### src/rtl/dmac_pkg.sv
package dmac_pkg;
    localparam int NUM_CH = 4;
    localparam int CH_W = $clog2(NUM_CH);
    localparam int BYTE_W = 8;
    localparam int REG_W = 2 * BYTE_W;
    localparam int PAGE_W = 8;
    localparam int MODE_DEC_BIT = 5;
    localparam int SEL_REQ_BIT = 2;

    typedef enum logic [3:0] {
        OFS_STAT_CMD = 4'h8,
        OFS_SWREQ    = 4'h9,
        OFS_MASK1    = 4'hA,
        OFS_MODE     = 4'hB,
        OFS_PTR_CLR  = 4'hC,
        OFS_MRESET   = 4'hD,
        OFS_MASK_CLR = 4'hE,
        OFS_MASK_ALL = 4'hF
    } ctl_ofs_e;

    typedef struct packed {
        logic            hit;
        logic [CH_W-1:0] ch;
    } page_sel_t;

    function automatic page_sel_t page_decode(input logic [2:0] ofs);
        page_sel_t s;
        s = '0;
        case (ofs)
            3'd1: s = '{hit: 1'b1, ch: CH_W'(2)};
            3'd2: s = '{hit: 1'b1, ch: CH_W'(3)};
            3'd3: s = '{hit: 1'b1, ch: CH_W'(1)};
            3'd7: s = '{hit: 1'b1, ch: CH_W'(0)};
            default: s = '0;
        endcase
        return s;
    endfunction
endpackage

### src/rtl/dmac_ctrl.sv
module dmac_ctrl
    import dmac_pkg::*;
(
    input  logic              clk,
    input  logic              rst_n,
    input  logic              wr_en,
    input  logic              rd_en,
    input  logic [3:0]        port_ofs,
    input  logic [BYTE_W-1:0] wdata,
    input  logic [NUM_CH-1:0] tc_set,
    output logic              ptr_hi,
    output logic [BYTE_W-1:0] ctl_rdata,
    output logic [NUM_CH-1:0] mask,
    output logic [NUM_CH-1:0] req,
    output logic [BYTE_W-1:0] command
);
    typedef struct packed {
        logic [BYTE_W-1:0] cmd;
        logic [NUM_CH-1:0] req;
        logic [NUM_CH-1:0] tc;
        logic [NUM_CH-1:0] mask;
        logic              ptr;
    } ctl_t;

    ctl_t ctl_q, ctl_d;
    logic chan_acc;
    logic [CH_W-1:0] sel_ch;

    assign chan_acc = (wr_en || rd_en) && !port_ofs[3];
    assign sel_ch   = wdata[CH_W-1:0];

    always_comb begin
        ctl_d = ctl_q;
        if (chan_acc) ctl_d.ptr = ~ctl_q.ptr;
        if (wr_en) begin
            case (port_ofs)
                OFS_STAT_CMD: ctl_d.cmd = wdata;
                OFS_SWREQ:    ctl_d.req[sel_ch] = wdata[SEL_REQ_BIT];
                OFS_MASK1:    ctl_d.mask[sel_ch] = wdata[SEL_REQ_BIT];
                OFS_PTR_CLR:  ctl_d.ptr = 1'b0;
                OFS_MRESET: begin
                    ctl_d.cmd  = '0;
                    ctl_d.req  = '0;
                    ctl_d.tc   = '0;
                    ctl_d.ptr  = 1'b0;
                    ctl_d.mask = '1;
                end
                OFS_MASK_CLR: ctl_d.mask = '0;
                OFS_MASK_ALL: ctl_d.mask = wdata[NUM_CH-1:0];
                default: ;
            endcase
        end
        if (rd_en && port_ofs == OFS_STAT_CMD) ctl_d.tc = '0;
        ctl_d.tc = ctl_d.tc | tc_set;
    end

    always_ff @(posedge clk or negedge rst_n) begin
        if (!rst_n) begin
            ctl_q      <= '0;
            ctl_q.mask <= '1;
        end else begin
            ctl_q <= ctl_d;
        end
    end

    always_comb begin
        case (port_ofs)
            OFS_STAT_CMD: ctl_rdata = {ctl_q.req, ctl_q.tc};
            OFS_MASK_ALL: ctl_rdata = BYTE_W'(ctl_q.mask);
            default:      ctl_rdata = '0;
        endcase
    end

    assign ptr_hi  = ctl_q.ptr;
    assign mask    = ctl_q.mask;
    assign req     = ctl_q.req;
    assign command = ctl_q.cmd;

    assert_ptr_toggle_R2: assert property (@(posedge clk) disable iff (!rst_n)
        $past((wr_en || rd_en) && !port_ofs[3]) |-> (ctl_q.ptr != $past(ctl_q.ptr)));

    assert_ptr_clear_R2: assert property (@(posedge clk) disable iff (!rst_n)
        $past(wr_en && port_ofs == OFS_PTR_CLR) |-> !ctl_q.ptr);

    assert_req_write_R7: assert property (@(posedge clk) disable iff (!rst_n)
        $past(wr_en && port_ofs == OFS_SWREQ) |-> (ctl_q.req[$past(sel_ch)] == $past(wdata[SEL_REQ_BIT])));

    assert_tc_clear_R11: assert property (@(posedge clk) disable iff (!rst_n)
        $past(rd_en && port_ofs == OFS_STAT_CMD && tc_set == '0) |-> (ctl_q.tc == '0));

    assert_tc_set_R11: assert property (@(posedge clk) disable iff (!rst_n)
        $past(tc_set != '0) |-> ((ctl_q.tc & $past(tc_set)) == $past(tc_set)));

    assert_master_reset_R12: assert property (@(posedge clk) disable iff (!rst_n)
        $past(wr_en && port_ofs == OFS_MRESET && tc_set == '0)
        |-> (ctl_q.mask == '1 && ctl_q.req == '0 && ctl_q.tc == '0 && ctl_q.cmd == '0 && !ctl_q.ptr));
endmodule

### src/rtl/dmac_chan.sv
module dmac_chan
    import dmac_pkg::*;
#(
    parameter int HPAGE_W = 7
)(
    input  logic                              clk,
    input  logic                              rst_n,
    input  logic                              reg_wr,
    input  logic                              reg_sel,
    input  logic                              ptr_hi,
    input  logic [BYTE_W-1:0]                 wdata,
    input  logic                              mode_wr,
    input  logic                              pg_wr,
    input  logic                              pg_high,
    output logic [BYTE_W-1:0]                 reg_rdata,
    output logic [BYTE_W-1:0]                 pg_rdata,
    output logic [HPAGE_W+PAGE_W+REG_W-1:0]   xfer_addr,
    output logic [REG_W-1:0]                  xfer_count,
    output logic [BYTE_W-1:0]                 mode
);
    typedef struct packed {
        logic [REG_W-1:0]   base_addr;
        logic [REG_W-1:0]   base_cnt;
        logic [REG_W-1:0]   cur_addr;
        logic [REG_W-1:0]   cur_cnt;
        logic [BYTE_W-1:0]  mode;
        logic [PAGE_W-1:0]  page;
        logic [HPAGE_W-1:0] hpage;
    } chan_t;

    chan_t ch_q, ch_d;
    logic [REG_W-1:0] cnt_view, addr_view, view;

    always_comb begin
        ch_d = ch_q;
        if (reg_wr) begin
            if (!reg_sel) begin
                if (ptr_hi) begin
                    ch_d.base_addr[REG_W-1:BYTE_W] = wdata;
                    ch_d.cur_addr = {wdata, ch_q.base_addr[BYTE_W-1:0]};
                end else begin
                    ch_d.base_addr[BYTE_W-1:0] = wdata;
                end
            end else begin
                if (ptr_hi) begin
                    ch_d.base_cnt[REG_W-1:BYTE_W] = wdata;
                    ch_d.cur_cnt = {wdata, ch_q.base_cnt[BYTE_W-1:0]};
                end else begin
                    ch_d.base_cnt[BYTE_W-1:0] = wdata;
                end
            end
        end
        if (mode_wr) ch_d.mode = wdata;
        if (pg_wr) begin
            if (pg_high) ch_d.hpage = wdata[HPAGE_W-1:0];
            else         ch_d.page  = wdata[PAGE_W-1:0];
        end
    end

    always_ff @(posedge clk or negedge rst_n) begin
        if (!rst_n) ch_q <= '0;
        else        ch_q <= ch_d;
    end

    always_comb begin
        cnt_view  = ch_q.base_cnt - ch_q.cur_cnt;
        addr_view = ch_q.mode[MODE_DEC_BIT] ? (ch_q.cur_addr - ch_q.cur_cnt)
                                            : (ch_q.cur_addr + ch_q.cur_cnt);
        view      = reg_sel ? cnt_view : addr_view;
        reg_rdata = ptr_hi ? view[REG_W-1:BYTE_W] : view[BYTE_W-1:0];
        pg_rdata  = pg_high ? BYTE_W'(ch_q.hpage) : BYTE_W'(ch_q.page);
    end

    assign xfer_addr  = {ch_q.hpage, ch_q.page, ch_q.cur_addr};
    assign xfer_count = ch_q.cur_cnt;
    assign mode       = ch_q.mode;

    assert_addr_reload_R3: assert property (@(posedge clk) disable iff (!rst_n)
        $past(reg_wr && ptr_hi && !reg_sel) |-> (ch_q.cur_addr == ch_q.base_addr));

    assert_cnt_reload_R3: assert property (@(posedge clk) disable iff (!rst_n)
        $past(reg_wr && ptr_hi && reg_sel) |-> (ch_q.cur_cnt == ch_q.base_cnt));

    assert_low_keeps_cur_R3: assert property (@(posedge clk) disable iff (!rst_n)
        $past(reg_wr && !ptr_hi) |-> ($stable(ch_q.cur_addr) && $stable(ch_q.cur_cnt)));
endmodule

### src/rtl/dmac_regfile.sv
module dmac_regfile
    import dmac_pkg::*;
#(
    parameter int HPAGE_W = 7
)(
    input  logic                                     clk,
    input  logic                                     rst_n,
    input  logic                                     wr_en,
    input  logic                                     rd_en,
    input  logic [3:0]                               port_ofs,
    input  logic [7:0]                               wdata,
    output logic [7:0]                               rdata,
    input  logic                                     pg_wr,
    input  logic                                     pg_high,
    input  logic [2:0]                               pg_ofs,
    output logic [7:0]                               pg_rdata,
    input  logic [3:0]                               tc_set,
    output logic [4*(HPAGE_W+PAGE_W+REG_W)-1:0]      eng_addr,
    output logic [4*REG_W-1:0]                       eng_count,
    output logic [4*BYTE_W-1:0]                      eng_mode,
    output logic [3:0]                               eng_mask,
    output logic [3:0]                               eng_req,
    output logic [7:0]                               eng_command
);
    localparam int AW = HPAGE_W + PAGE_W + REG_W;

    logic              ptr_hi;
    logic [BYTE_W-1:0] ctl_rdata;
    logic [BYTE_W-1:0] ch_rd [NUM_CH];
    logic [BYTE_W-1:0] ch_pg [NUM_CH];
    page_sel_t         pg_sel;

    assign pg_sel = page_decode(pg_ofs);

    dmac_ctrl u_ctrl (
        .clk       (clk),
        .rst_n     (rst_n),
        .wr_en     (wr_en),
        .rd_en     (rd_en),
        .port_ofs  (port_ofs),
        .wdata     (wdata),
        .tc_set    (tc_set),
        .ptr_hi    (ptr_hi),
        .ctl_rdata (ctl_rdata),
        .mask      (eng_mask),
        .req       (eng_req),
        .command   (eng_command)
    );

    for (genvar g = 0; g < NUM_CH; g++) begin : g_chan
        logic reg_wr_g, mode_wr_g, pg_wr_g;
        assign reg_wr_g  = wr_en && !port_ofs[3] && (port_ofs[2:1] == CH_W'(g));
        assign mode_wr_g = wr_en && (port_ofs == OFS_MODE) && (wdata[CH_W-1:0] == CH_W'(g));
        assign pg_wr_g   = pg_wr && pg_sel.hit && (pg_sel.ch == CH_W'(g));

        dmac_chan #(.HPAGE_W(HPAGE_W)) u_chan (
            .clk        (clk),
            .rst_n      (rst_n),
            .reg_wr     (reg_wr_g),
            .reg_sel    (port_ofs[0]),
            .ptr_hi     (ptr_hi),
            .wdata      (wdata),
            .mode_wr    (mode_wr_g),
            .pg_wr      (pg_wr_g),
            .pg_high    (pg_high),
            .reg_rdata  (ch_rd[g]),
            .pg_rdata   (ch_pg[g]),
            .xfer_addr  (eng_addr[g*AW +: AW]),
            .xfer_count (eng_count[g*REG_W +: REG_W]),
            .mode       (eng_mode[g*BYTE_W +: BYTE_W])
        );
    end

    assign rdata    = port_ofs[3] ? ctl_rdata : ch_rd[port_ofs[2:1]];
    assign pg_rdata = pg_sel.hit ? ch_pg[pg_sel.ch] : '0;

    assert_mask_one_R8: assert property (@(posedge clk) disable iff (!rst_n)
        $past(wr_en && port_ofs == OFS_MASK1)
        |-> (eng_mask[$past(wdata[1:0])] == $past(wdata[2])));

    assert_mask_all_R9: assert property (@(posedge clk) disable iff (!rst_n)
        $past(wr_en && port_ofs == OFS_MASK_CLR) |-> (eng_mask == 4'h0));

    assert_cmd_load_R10: assert property (@(posedge clk) disable iff (!rst_n)
        $past(wr_en && port_ofs == OFS_STAT_CMD) |-> (eng_command == $past(wdata)));
endmodule

### config.mk
export PLATFORM = sky130hd
export DESIGN_NAME = dmac_regfile
export DESIGN_NICKNAME = d
export VERILOG_FILES = /design/src/rtl/dmac_pkg.sv /design/src/rtl/dmac_ctrl.sv /design/src/rtl/dmac_chan.sv /design/src/rtl/dmac_regfile.sv
export SDC_FILE = /design/constraint.sdc
export NUM_CORES = 1
export LEC_CHECK = 0
export ABC_AREA = 1
export BUFFER_PORTS_ARGS = -buffer_cell sky130_fd_sc_hd__buf_2
export CAP_MARGIN = 20
export CORE_AREA = 2 2 191 193
export CTS_CLUSTER_DIAMETER = 40
export DETAILED_ROUTE_END_ITERATION = 6
export DIE_AREA = 0 0 193 195
export GPL_ROUTABILITY_DRIVEN = 1
export PLACE_DENSITY = 0.82
export SYNTH_ARGS = -nofsm -noshare
export SYNTH_HDL_FRONTEND = slang
export SYNTH_SLANG_ARGS = --single-unit
export TNS_END_PERCENT = 50
### constraint.sdc
create_clock -name clk -period 6.67 [get_ports clk]
set_clock_uncertainty 0.1 [all_clocks]
set_input_delay 0 -clock clk [delete_from_list [all_inputs] [get_ports clk]]
set_output_delay 0 -clock clk [all_outputs]
set_load 0.05 [all_outputs]
==> summary.txt <==
Outcome
  • Status: finished, final reports clean

Critical path
  • Required time of the critical path: around 6600 ps
  • Crit path max fanout: 7
  • Critical path class: reg2out
  • Critical Path End Type: output pin
  • Worst Path Arrival: around 4400 ps
  • R2r startpoint: u_ctrl.ptr_hi$_DFF_PN0_
  • Critical Path Source: g_chan[1].u_chan.xfer_count[1]$_DFFE_PN0P_
  • Startpoint type of the worst setup path: register

Drt
  • Vias per std cell: ~5.7
  • Drt drc: 0
  • Routed len/inst: between 15 and 20 um
  • Drt first pass iters: 6
  • Post-route ant nets: 0
  • Vias: roughly 19k
  • 1st-iter DRT viols: around 1.6k
  • Final wirelength: about 64 mm

Timing
  • Setup violations, final: 0
  • Max-slew violations: 0
  • RSZ-0062 raised after global routing: no
  • Total negative setup slack: 0 ps
  • Final hold vios: 0
  • Max Clk Rate: ~220 MHz
  • Final min period: ~4500 ps
  • Worst-margin pin slew: between 900 and 1000 ps
  • Rel. slew slack: between 30% and 40%
  • Period utilization: 67.0%

Pwr
  • Sw Ratio: between 40% and 50%
  • Lkg Pwr: 12.5 nW
  • Combinational group share of total power: 50.1%
  • Switching power: around 5.1 mW
  • Flop pwr share: approximately a quarter
  • VDD IR-drop max: between 200 and 300 uV
  • Pwr Density: between 400 and 500 nW/um^2
  • Internal Power: about 5.3 mW
  • Part of the power in the clock network: a little under a quarter

Finish
  • Synth-to-Final Area Change: 9.03%
  • Nets: about 3k
  • Finished Layout Cells: around 3.4k
  • Layout cell share with drive strength beyond 1: between 10 and 15%
  • # fillers: between 3k and 4k

Yosys
  • Netlist cell types: between 50 and 60
  • Synth top cells by count: nand2_1, o21ai_0, dfrtp_1
  • Post-synth EDFFs: 0
  • Register area share after synthesis: between 30% and 40%
  • Seq cells post-synth: 305
  • Synth area leader: dfrtp_1
  • Asr flop ratio synth: 100%
  • Syn_area_per_cell: 7.38 sq um
  • Post-synth design cell area: between 20000 and 25000 sq um
  • Main synth FF type: dfrtp_1
  • Syn_nets: 2995
  • Cell with the most instances after synthesis: nand2_1
  • Post-synth top area share: roughly 36%
  • Ys Warns: 0
  • Mapped Cells: 2862
  • Synth area leaders: dfrtp_1, nand2_1, buf_4

Clock tree
  • Clock buffer count from CTS: 46
  • CTS sink cnt: just over 300
  • Max clock buf depth: 3
  • Root Buffer: clkbuf_16
  • Clock latency on the worst-skew pair: 580 ps
  • CTS tree: done
  • # resized after CTS: 0
  • Post-CTS Hold Buffers: slightly above 40
  • Setup repair bufs after CTS: 0
  • H-Tree Depth: 2
  • Worst-path clk slew: approximately 60 ps

GRT
  • GRT Max-Usage Layer: met2
  • Global routing met1 resource utilization: ~45%
  • All-Layer GR Usage: between 30% and 40%
  • Met2 usage: 54.9%
  • Initial antenna violation count: 1
  • Met3 Use GR: between 4 and 5%
  • Congestion Overflow GR: 0
  • Largest net degree at the start of global routing: between 90 and 100
  • Vias in the first global route: 18.7k
  • First-pass GRT wire length: between 100 and 150 mm

Placement
  • Number of port buffers: approximately 280
  • Post-DP HPWL: 45.5 mm
  • Placed cells: approximately 3.3k
  • GPL Wtd Cong: around 0.97

Floorplanning
  • Die Area: around 38000 sq um
  • Die height: around 200 um
  • Rows: between 60 and 70
  • Core ar.: ~35000 sq um
  • Horiz. Die Dim: approximately 190 um
  • Top Ports: approximately 280
  • Starting Density: between 50% and 60%

Flow run
  • Max cap viols: 0

Min path
  • Hold WC Path Type: in2async
==> power groups by stage <==
stage	Sequential [mW]	Combinational, mW	Clock [mW]
floorplan	2.57	4.35	0
global placement	2.70	5.02	0
detailed placement	2.73	5.09	0
CTS	2.70	5.16	2.51
global route	2.77	5.72	2.59
finish	2.72	5.21	2.48
==> logic make-up (layout without fill, tap and decap cells) <==
| family | after synthesis | in the layout | share of synthesized area [%] |
|---|---|---|---|
| AO/OA/AOI/OAI | 514 | 514 | 13.0 |
| buffers and inverters | 626 | 716 | 15.7 |
| XOR/XNOR | 64 | 64 | 2.65 |
| multiplexers | 36 | 36 | 1.87 |
| other | 0 | 1 | 0 |
| AND/OR/NAND/NOR | 1209 | 1209 | 23.9 |
| flip-flops | 305 | 305 | 36.1 |
| adder cells (fa/ha/maj) | 108 | 108 | 6.82 |
==> registers in the layout, summed over array words and instances (netlist names) <==
name                      cells
u_ctrl.mask                   4
g_chan.u_chan.xfer_count     64
g_chan.u_chan.mode           32
u_ctrl.ctl_q                  4
u_ctrl.ptr_hi                 1
u_ctrl.req                    4
g_chan.u_chan.ch_q           64
u_ctrl.command                8
g_chan.u_chan.xfer_addr     124
==> routing by layer <==
layer | share of wire, % | up-vias
met5 | 0 | -
met4 | 5.3 | 0
met3 | 7.4 | 220
met2 | 47 | 834
met1 | 41 | 9129
li1 | - | 9167
==> cell type report <==
cell class              count  area (sq um)  share of cell area (%)
multi-input cells        1931         10200                    44.2
flip-flops and latches    305          7640                    33.1
repair buffers            328          1920                    8.34
clock buffers              58          1270                    5.50
inverters                 304          1140                    4.95
well taps                 461           577                    2.50
clock inverters            26           315                    1.37
diodes                      1          2.50                  0.0109
==> critical path, stage by stage (launching register included) <==
cell and delay, ps:
dfrtp_1 440, inv_1 150, ha_1 230, nand4_1 150, nor2_1 110, nand2_1 80, nor2_1 100, nand2_1 90
o31ai_1 290, xor2_1 130, ha_1 470, nand2_1 90, nor2_1 140, and2_1 130, nand2_1 70, nand3_1 80
nand3_1 130, nand2_1 120, nand2_1 80, nand2_1 120, nand2_1 60, o21ai_1 180, nand2_1 120, buf_2 230
==> per-stage QoR <==
stage	utilization [%]	instance area, sq um	power [mW]	worst slack [ps]	hold WS [ps]
final	65.1	23000	10.4	2200	16.2
after global placement	59.3	21000	7.72	2950	-23.3
after global routing	65.1	23000	11.1	1860	41.2
after detailed placement	59.3	21000	7.82	2900	-27.3
after CTS	65.0	23000	10.4	2260	10.7
after floorplan	-	21100	6.92	3460	-396
==> cell usage in the layout, fill, tap and decap left out, types with 10 or more instances in the layout <==
| cell type | count |
|---|---|
| inv_6 | 10 |
| o31ai_1 | 13 |
| nand3b_1 | 11 |
| o21ai_0 | 318 |
| mux2_2 | 28 |
| fa_1 | 12 |
| nor2_1 | 218 |
| xnor2_1 | 11 |
| nor3_1 | 14 |
| dfrtp_1 | 301 |
| nand2_1 | 741 |
| ha_1 | 96 |
| dlygate4sd3_1 | 40 |
| xor2_1 | 53 |
| inv_1 | 289 |
| buf_2 | 275 |
| inv_2 | 13 |
| a21oi_1 | 128 |
| clkbuf_16 | 46 |
| nand4_1 | 29 |
| buf_4 | 10 |
| nand3_1 | 166 |
==> worst paths after layout <==
path	cells after the start	slack, ps	endpoint
max	23	2200	rdata[6]
min	3	20	g_chan[3].u_chan.xfer_addr[23]$_DFFE_PN0P_
max reg2reg	4	4020	g_chan[0].u_chan.xfer_addr[7]$_DFFE_PN0P_
min reg2reg	2	370	g_chan[0].u_chan.mode[1]$_DFFE_PN0P_
max in group asynchronous	3	5590	g_chan[2].u_chan.ch_q[73]$_DFFE_PN0P_
min in group clk	4	50	g_chan[3].u_chan.xfer_addr[24]$_DFFE_PN0P_
Note: power is estimated with default switching activity, not from simulation.
